--- src/rtl/iowb_pkg.sv ---
package iowb_pkg;

    typedef enum logic [2:0] {
        ST_IDLE = 3'd0,
        ST_ARM  = 3'd1,
        ST_SVC  = 3'd2,
        ST_TX   = 3'd3,
        ST_DONE = 3'd4
    } iowb_state_e;

endpackage

--- src/rtl/iowb_sync.sv ---
module iowb_sync #(
    parameter int WIDTH  = 3,
    parameter int STAGES = 2
) (
    input  logic             clk,
    input  logic             rst_n,
    input  logic [WIDTH-1:0] async_i,
    output logic [WIDTH-1:0] sync_o
);
    generate
        if (STAGES == 0) begin : g_bypass
            assign sync_o = async_i;
        end else begin : g_chain
            logic [WIDTH-1:0] stage_q [STAGES];
            always_ff @(posedge clk or negedge rst_n) begin
                if (!rst_n) begin
                    for (int i = 0; i < STAGES; i++) stage_q[i] <= '1;
                end else begin
                    stage_q[0] <= async_i;
                    for (int i = 1; i < STAGES; i++) stage_q[i] <= stage_q[i-1];
                end
            end
            assign sync_o = stage_q[STAGES-1];
        end
    endgenerate
endmodule

--- src/rtl/iowb_clkdiv.sv ---
module iowb_clkdiv (
    input  logic clk,
    input  logic rst_n,
    output logic clk_half
);
    logic half_d, half_q;

    always_comb begin
        half_d = ~half_q;
    end

    always_ff @(posedge clk or negedge rst_n) begin
        if (!rst_n) half_q <= 1'b0;
        else        half_q <= half_d;
    end

    assign clk_half = half_q;
endmodule

--- src/rtl/iowb_ctrl.sv ---
module iowb_ctrl
    import iowb_pkg::*;
#(
    parameter int ADDR_W       = 8,
    parameter int DATA_W       = 8,
    parameter int CONSOLE_PORT = 4,
    parameter int RELOAD_PORT  = 1
) (
    input  logic              clk,
    input  logic              rst_n,
    input  logic              iorq_s,
    input  logic              rd_s,
    input  logic              wr_s,
    input  logic [ADDR_W-1:0] addr,
    input  logic [DATA_W-1:0] data_in,
    input  logic              svc_ack,
    input  logic [DATA_W-1:0] svc_rdata,
    input  logic              tx_ready,
    output logic              wait_n,
    output logic              svc_req,
    output logic              svc_write,
    output logic [ADDR_W-1:0] svc_port,
    output logic [DATA_W-1:0] svc_wdata,
    output logic              reload_req,
    output logic              tx_valid,
    output logic [DATA_W-1:0] tx_data,
    output logic [DATA_W-1:0] data_out,
    output logic              data_oe
);
    localparam logic [ADDR_W-1:0] CON_A = ADDR_W'(CONSOLE_PORT);
    localparam logic [ADDR_W-1:0] RLD_A = ADDR_W'(RELOAD_PORT);

    typedef struct packed {
        iowb_state_e       state;
        logic              wait_n;
        logic              is_wr;
        logic              drive;
        logic              reload;
        logic [ADDR_W-1:0] port;
        logic [DATA_W-1:0] wdata;
        logic [DATA_W-1:0] rdata;
    } ctrl_t;

    ctrl_t ctl_d, ctl_q;
    logic  wr_hit, rd_hit;

    always_comb begin
        wr_hit = ~wr_s;
        rd_hit = ~rd_s;
        ctl_d  = ctl_q;
        ctl_d.reload = 1'b0;
        unique case (ctl_q.state)
            ST_IDLE: begin
                if (!iorq_s) begin
                    ctl_d.wait_n = 1'b0;
                    ctl_d.state  = ST_ARM;
                end
            end
            ST_ARM: begin
                if (iorq_s) begin
                    ctl_d.wait_n = 1'b1;
                    ctl_d.state  = ST_IDLE;
                end else if (wr_hit || rd_hit) begin
                    ctl_d.port   = addr;
                    ctl_d.is_wr  = wr_hit;
                    ctl_d.wdata  = wr_hit ? data_in : '0;
                    ctl_d.reload = wr_hit && (addr == RLD_A);
                    ctl_d.state  = (wr_hit && (addr == CON_A)) ? ST_TX : ST_SVC;
                end
            end
            ST_SVC: begin
                if (svc_ack) begin
                    ctl_d.wait_n = 1'b1;
                    ctl_d.state  = ST_DONE;
                    if (!ctl_q.is_wr) begin
                        ctl_d.rdata = svc_rdata;
                        ctl_d.drive = 1'b1;
                    end
                end
            end
            ST_TX: begin
                if (tx_ready) begin
                    ctl_d.wait_n = 1'b1;
                    ctl_d.state  = ST_DONE;
                end
            end
            ST_DONE: begin
                if (iorq_s) begin
                    ctl_d.drive = 1'b0;
                    ctl_d.state = ST_IDLE;
                end
            end
            default: ctl_d.state = ST_IDLE;
        endcase
    end

    always_ff @(posedge clk or negedge rst_n) begin
        if (!rst_n) begin
            ctl_q        <= '0;
            ctl_q.state  <= ST_IDLE;
            ctl_q.wait_n <= 1'b1;
        end else begin
            ctl_q <= ctl_d;
        end
    end

    assign wait_n     = ctl_q.wait_n;
    assign svc_req    = (ctl_q.state == ST_SVC);
    assign svc_write  = ctl_q.is_wr;
    assign svc_port   = ctl_q.port;
    assign svc_wdata  = ctl_q.wdata;
    assign reload_req = ctl_q.reload;
    assign tx_valid   = (ctl_q.state == ST_TX);
    assign tx_data    = ctl_q.wdata;
    assign data_out   = ctl_q.rdata;
    assign data_oe    = ctl_q.drive;
endmodule

--- src/rtl/iowait_bridge.sv ---
module iowait_bridge #(
    parameter int ADDR_W       = 8,
    parameter int DATA_W       = 8,
    parameter int SYNC_STAGES  = 2,
    parameter int CONSOLE_PORT = 4,
    parameter int RELOAD_PORT  = 1
) (
    input  logic              clk,
    input  logic              rst_n,
    output logic              cpu_clk,
    input  logic              iorq_n,
    input  logic              rd_n,
    input  logic              wr_n,
    input  logic [ADDR_W-1:0] addr,
    input  logic [DATA_W-1:0] data_in,
    output logic [DATA_W-1:0] data_out,
    output logic              data_oe,
    output logic              wait_n,
    output logic              svc_req,
    output logic              svc_write,
    output logic [ADDR_W-1:0] svc_port,
    output logic [DATA_W-1:0] svc_wdata,
    input  logic              svc_ack,
    input  logic [DATA_W-1:0] svc_rdata,
    output logic              reload_req,
    output logic              tx_valid,
    output logic [DATA_W-1:0] tx_data,
    input  logic              tx_ready
);
    localparam int STROBES = 3;

    logic [STROBES-1:0] strobe_s;

    iowb_sync #(.WIDTH(STROBES), .STAGES(SYNC_STAGES)) u_sync (
        .clk     (clk),
        .rst_n   (rst_n),
        .async_i ({iorq_n, rd_n, wr_n}),
        .sync_o  (strobe_s)
    );

    iowb_clkdiv u_div (
        .clk      (clk),
        .rst_n    (rst_n),
        .clk_half (cpu_clk)
    );

    iowb_ctrl #(
        .ADDR_W(ADDR_W), .DATA_W(DATA_W),
        .CONSOLE_PORT(CONSOLE_PORT), .RELOAD_PORT(RELOAD_PORT)
    ) u_ctrl (
        .clk        (clk),
        .rst_n      (rst_n),
        .iorq_s     (strobe_s[2]),
        .rd_s       (strobe_s[1]),
        .wr_s       (strobe_s[0]),
        .addr       (addr),
        .data_in    (data_in),
        .svc_ack    (svc_ack),
        .svc_rdata  (svc_rdata),
        .tx_ready   (tx_ready),
        .wait_n     (wait_n),
        .svc_req    (svc_req),
        .svc_write  (svc_write),
        .svc_port   (svc_port),
        .svc_wdata  (svc_wdata),
        .reload_req (reload_req),
        .tx_valid   (tx_valid),
        .tx_data    (tx_data),
        .data_out   (data_out),
        .data_oe    (data_oe)
    );
endmodule

--- config.mk ---
export PLATFORM = sky130hd
export DESIGN_NAME = iowait_bridge
export DESIGN_NICKNAME = d
export VERILOG_FILES = /design/src/rtl/iowb_pkg.sv /design/src/rtl/iowb_sync.sv /design/src/rtl/iowb_clkdiv.sv /design/src/rtl/iowb_ctrl.sv /design/src/rtl/iowait_bridge.sv
export SDC_FILE = /design/constraint.sdc
export NUM_CORES = 1
export LEC_CHECK = 0
export CAP_MARGIN = 25
export CORE_MARGIN = 10
export CORE_UTILIZATION = 43
export CTS_CLUSTER_DIAMETER = 50
export CTS_CLUSTER_SIZE = 8
export DETAILED_ROUTE_END_ITERATION = 8
export PLACE_DENSITY = 0.79
export SETUP_SLACK_MARGIN = 0.15
export SKIP_LAST_GASP = 1
export SYNTH_ARGS = -nofsm -noshare
export SYNTH_HDL_FRONTEND = slang
export SYNTH_SLANG_ARGS = --single-unit
--- constraint.sdc ---
create_clock -name clk -period 2.3 [get_ports clk]
set_clock_uncertainty 0.15 [all_clocks]
set_input_delay 0.23 -clock clk [delete_from_list [all_inputs] [get_ports clk]]
set_output_delay 0.23 -clock clk [all_outputs]
set_load 0.05 [all_outputs]
* Yosys cells after proc, flatten, opt, wreduce, memory -nomap -nowiden
Index checks and enable logic that the tools add are counted.
** Storage, ports and cells
- Flip-flop bits (word level) :: 38
- Logic and storage cells :: 58
** Cells by class
- Equal/unequal tests :: 13
- Mux-type cells :: 18
- Bitwise logic cells :: 5
- Reduce and logical (&&, ||, !) cells :: 11
** Operator list (number)
- 17-bit two-way mux :: 3
- 3-bit case mux with 5 select lines :: 1
- 4-bit two-way mux :: 3
- 5-bit AND reduction :: 2
- 3-bit two-way mux :: 3
- 8-bit by 1-bit == test with 1-bit output (second input constant) :: 1
- 8-bit by 3-bit == test with 1-bit output (second input constant) :: 1
- 8-bit two-way mux :: 1
- 2-bit inequality test (second input constant) :: 4
- 3-bit by 2-bit == test with 1-bit output (second input constant) :: 2
- 3-bit AND reduction :: 2
- 1-bit two-way mux :: 5
- 1-bit inverter :: 5
- 2-bit by 1-bit inequality test with 1-bit output (second input constant) :: 2
- 1-bit case mux with 4 select lines :: 1
- 4-bit AND reduction :: 1
- 4-bit nonzero test :: 1
- 3-bit by 1-bit == test with 1-bit output (second input constant) :: 1
- 3-bit == test (second input constant) :: 1
- 3-bit zero test :: 1
- 3-bit by 2-bit inequality test with 1-bit output (second input constant) :: 1
- 1-bit logical AND :: 2
- 1-bit case mux with 2 select lines :: 1
- 2-bit nonzero test :: 1
- 1-bit logical OR :: 1

* Depth between registers and ports, before layout
Gate-level depths: netlist (run 1).
- Word-level depth :: 6
- Mapped depth :: 5

* Cells and area by module
From an unflattened synthesis (run 1), not the netlist that was laid out.
** Unflattened totals
- Cell total of the unflattened synthesis :: 135
- Area, all modules :: 1785.5 µm²
** Modules (own cells, without submodules)
- iowb_ctrl :: instances 1, cells an instance 124, area each 1576.5 µm²
- iowb_sync :: instances 1, cells an instance 9, area each 180.2 µm²
- iowb_clkdiv :: instances 1, cells an instance 2, area each 28.8 µm²

* Worst setup path before layout (run 1)
Ideal clock, no wire load.
- Path type :: register to register
- Start point :: reg u_ctrl.ctl_q[30] (netlist name)
- End point :: reg u_ctrl.ctl_q (netlist bit u_ctrl.data_out[0])
- Setup time :: 0.125 ns
- Arrival time :: 1.494 ns
- Path slack :: 0.531 ns
- Cell stages (with the launch flop) :: 5
- Path buffers :: 1
- Clock period less this slack :: 1.769 ns
- Path through :: dfrtp_1 -> buf_6 -> nand2b_4 -> nor4b_4 -> mux2_2
** On the way
- Word-level cells in the longest chain between the ends :: 2
** Ends and longest elaborated chain
- start, declared :: RTL line iowb_ctrl.sv:44 : ctrl_t ctl_d, ctl_q;
- start signal, assigned :: RTL line iowb_ctrl.sv:103 : ctl_q <= ctl_d;
- 3-bit by 2-bit == test with 1-bit output :: RTL line iowb_ctrl.sv:52 : unique case (ctl_q.state)
- 3-bit AND reduction (no source line)
No other way between the ends.
A chain may end at the register's enable or synchronous reset.

* Final worst setup path (run 1)
- Start point :: reg, netlist name u_ctrl.wait_n
- End point :: out wait_n
** RTL lines
- end, declared :: RTL line iowait_bridge.sv:18 : output logic wait_n,
No word-level cell between the ends.

==> results of run 1 <==
cell type report:
cell class / count / area share [%]
tap: 50 / 2.68
sequential: 38 / 41.1
clock buffer: 8 / 3.86
inverter: 5 / 0.804
multi-input combinational: 58 / 21.6
timing repair buffer: 71 / 29.9
state kept, by name, summed over array words and instances (netlist names):
| signal | count |
|---|---|
| u_ctrl.svc_write | 1 |
| u_ctrl.svc_wdata | 8 |
| u_div.clk_half | 1 |
| u_sync.sync_o | 3 |
| u_sync.g_chain.stage_q | 3 |
| u_ctrl.svc_port | 8 |
| u_ctrl.wait_n | 1 |
| u_ctrl.ctl_q | 3 |
| u_ctrl.data_oe | 1 |
| u_ctrl.data_out | 8 |
| u_ctrl.reload_req | 1 |
stage by stage:
step           util, %  std cells  area, um2  power [mW]  worst slack [ns]
2_1_floorplan        -        139       1760        3.02             0.531
3_3_place_gp      56.2        221       2230        3.36             0.358
3_5_place_dp      56.2        221       2230        3.42             0.285
4_1_cts           58.8        230       2330        3.90             0.253
5_1_grt           58.8        230       2330        4.05             0.220
6_report          58.8        230       2330        3.85             0.270
cells in the mapped netlist:
library cell | count | area (um2)
a21o_1 | 1 | 7.51
a21oi_1 | 3 | 15.0
a22o_1 | 8 | 70.1
a32oi_1 | 2 | 17.5
and3_1 | 1 | 6.26
and3b_1 | 1 | 8.76
buf_2 | 4 | 20.0
buf_4 | 32 | 240
buf_6 | 1 | 11.3
clkbuf_1 | 1 | 3.75
dfrtp_1 | 31 | 776
dfstp_2 | 7 | 184
inv_1 | 5 | 18.8
mux2_2 | 16 | 180
mux2i_1 | 1 | 10.0
nand2_1 | 2 | 7.51
nand2_2 | 1 | 6.26
nand2b_4 | 1 | 13.8
nand4_1 | 1 | 6.26
nor2_1 | 4 | 15.0
nor2b_1 | 1 | 6.26
nor3b_1 | 2 | 15.0
nor4_1 | 2 | 12.5
nor4b_1 | 1 | 8.76
nor4b_2 | 1 | 15.0
nor4b_4 | 1 | 23.8
o21ai_0 | 2 | 10.0
o21bai_1 | 1 | 7.51
o22a_1 | 2 | 17.5
o22ai_1 | 1 | 6.26
o2bb2ai_1 | 1 | 8.76
xor2_1 | 1 | 8.76
kinds of logic (layout without fill, tap and decap cells):
| logic type | Yosys count | after routing |
|---|---|---|
| xor gates and xnor gates | 1 | 1 |
| and+or+nand+nor | 19 | 19 |
| buffers and inverters | 43 | 84 |
| DFF | 38 | 38 |
| muxes | 17 | 17 |
| AOI/OAI and AO/OA | 21 | 21 |
worst max-delay path by stage:
stage / startpoint / endpoint / slack, ns / cells after the start
2_1_floorplan: u_ctrl.ctl_q[30] / u_ctrl.data_out[0] / 0.53 / 4
6_report: u_ctrl.wait_n / wait_n / 0.27 / 1
3_5_place_dp: svc_ack / u_ctrl.data_out[4] / 0.28 / 3
4_1_cts: u_ctrl.wait_n / wait_n / 0.25 / 1
3_3_place_gp: svc_ack / u_ctrl.data_out[0] / 0.36 / 3
5_1_grt: u_ctrl.wait_n / wait_n / 0.22 / 1
what timing repair did:
item,CTS,global route
endpoints found under the hold margin,31,0
hold buffers,1,0
setup endpoints to repair,0,0
report_power, final:
| part | internal, mW | total (mW) | switching, mW | leakage (nW) |
|---|---|---|---|---|
| clock | 0.244 | 0.456 | 0.212 | 0.0455 |
| combinational | 0.815 | 2.23 | 1.42 | 0.492 |
| sequential | 0.937 | 1.16 | 0.223 | 0.454 |
metal layers:
metal | part of all wire, % | track usage [%]
met5 | 0 | 0
met4 | 2.4 | 4.72
met3 | 11 | 6.54
met2 | 47 | 18.9
met1 | 40 | 13.6
==> impl_metrics.tcl, run 1 <==
set metrics [dict create \
    path_delay_family "buffers and inverters" \
    p_leak_nw 0.992 \
    timing_worst_setup_path_type "flop to output port" \
    layout_common_cells "clkdlybuf4s50_1 (66), dfrtp_1 (31), mux2_2 (16)" \
    ys_ff_latch 38 \
    status "complete, no violations" \
    final_hold_viol_count 0 \
    layout_commonest_cell "clkdlybuf4s50_1" \
    clock-sinks 38 \
    cts_made_buffers 5 \
    clk_pin_slew_ns 0.06 \
    finalHoldWorstSlack_ns 0.206 \
    drtAntennaViolNets 0 \
    ios 70 \
    min_from "u_sync.g_chain.stage_q[4]" \
    row_count 23 \
    first_pass_iters 4 \
    max_freq_ghz 0.493 \
    drc_errors 0 \
    fin_setup_tns_ns 0 \
    die_h_um 83.9 \
    period_share_pct 88.3 \
    r2r_cells 3 \
    crit_buf_inv 1 \
    setup_viol 0 \
    irDropWorstVdd_uv 792 \
    antenna_cells 0 \
    cts_root_buf "clkbuf_8" \
    via_per_inst 4.94 \
    syn-num-nets 170 \
    syn_area_um2 1760 \
    die_w_um 83.9 \
    grt_pass1_vias 1307 \
    hold_class "flop to flop" \
    holdPathEnd "u_sync.sync_o[1]" \
    crit_slowest_cell "clkdlybuf4s50_1" \
    arrival_ns 1.65 \
    yosys.area_share.simple_pct 8.26 \
    drtIter0Drc 75 \
    antenna_found_initial 0 \
    synth_fa_ha_area_share_pct 0 \
    cp_max_fo 4 \
    yosysSeqAreaShare_pct 54.6 \
    vias 1136 \
    grt_use_total_pct 12.1 \
    r2r-end "u_ctrl.data_out[0]" \
    clkLatencyLatePin_ns 0.28 \
    clk_path_buf_depth 2 \
    place_hpwl_um 3140 \
    r2r_slack_ns 0.35 \
    startpoint_type "flop" \
    worstSetupEndpointType "output port" \
    p_per_area_nw_per_um2 1650 \
    syn-instance-count 139 \
    path_cells "clkdlybuf4s50_1" \
    initial_utilization_pct 44.3 \
    cts_setup_buffers 0 \
    worst_pin_slew_ns 0.815 \
    synth_compound_area_share_pct 9.11 \
    numPortBuffers 69 \
    grt_pass1_wl_um 7070 \
    synth_xor_xnor_area_share_pct 0.498 \
    cts-htree-levels 2 \
    cap_violations 0 \
    fillers 318 \
    synthMuxAreaShare_pct 10.8 \
    avgSynthCellArea_um2 12.6 \
    final_nets 210 \
    die-area_um2 7050 \
    synth_top_family_by_area "buffers and inverters" \
    drv_slew 0 \
    slew-limit-headroom_pct 45.7 \
    cts_resized 0 \
    wire_per_inst_um 17.8 \
    cts_tree "done" \
    yosys.cell_types.count 32 \
    reg2reg_from "u_ctrl.ctl_q[30]" \
    rsz0062_at_grt "false" \
    period_needed_ns 2.03 \
    grt_max_degree 39 \
    multi_input_area_um2 504 \
    ys_warn_count 0 \
    layout-drive-gt1-share_pct 20.6 \
    seq_area_um2 960 \
    coreArea_um2 3970 \
    holdPathStages 0 \
    cp_data_required_time_ns 1.92 \
    areaGrowthSynthToFinish_pct 32.7 \
    place.gp.congestion 0.762 \
    max_stage_delay_ns 0.82 \
    finalWirelength_um 4090 \
    grt_overflow 0 \
]
(Power assumes the default switching activity.)
==> run 2: changes to the inputs <==
--- a/config.mk
+++ b/config.mk
@@ -5,7 +5,7 @@
 export SDC_FILE = /design/constraint.sdc
 export NUM_CORES = 1
 export LEC_CHECK = 0
-export CAP_MARGIN = 25
+export CAP_MARGIN = 15
 export CORE_MARGIN = 10
 export CORE_UTILIZATION = 43
 export CTS_CLUSTER_DIAMETER = 50
==> results of run 2 <==
The final DEF is identical to that of run 1; final timing and power are the same.
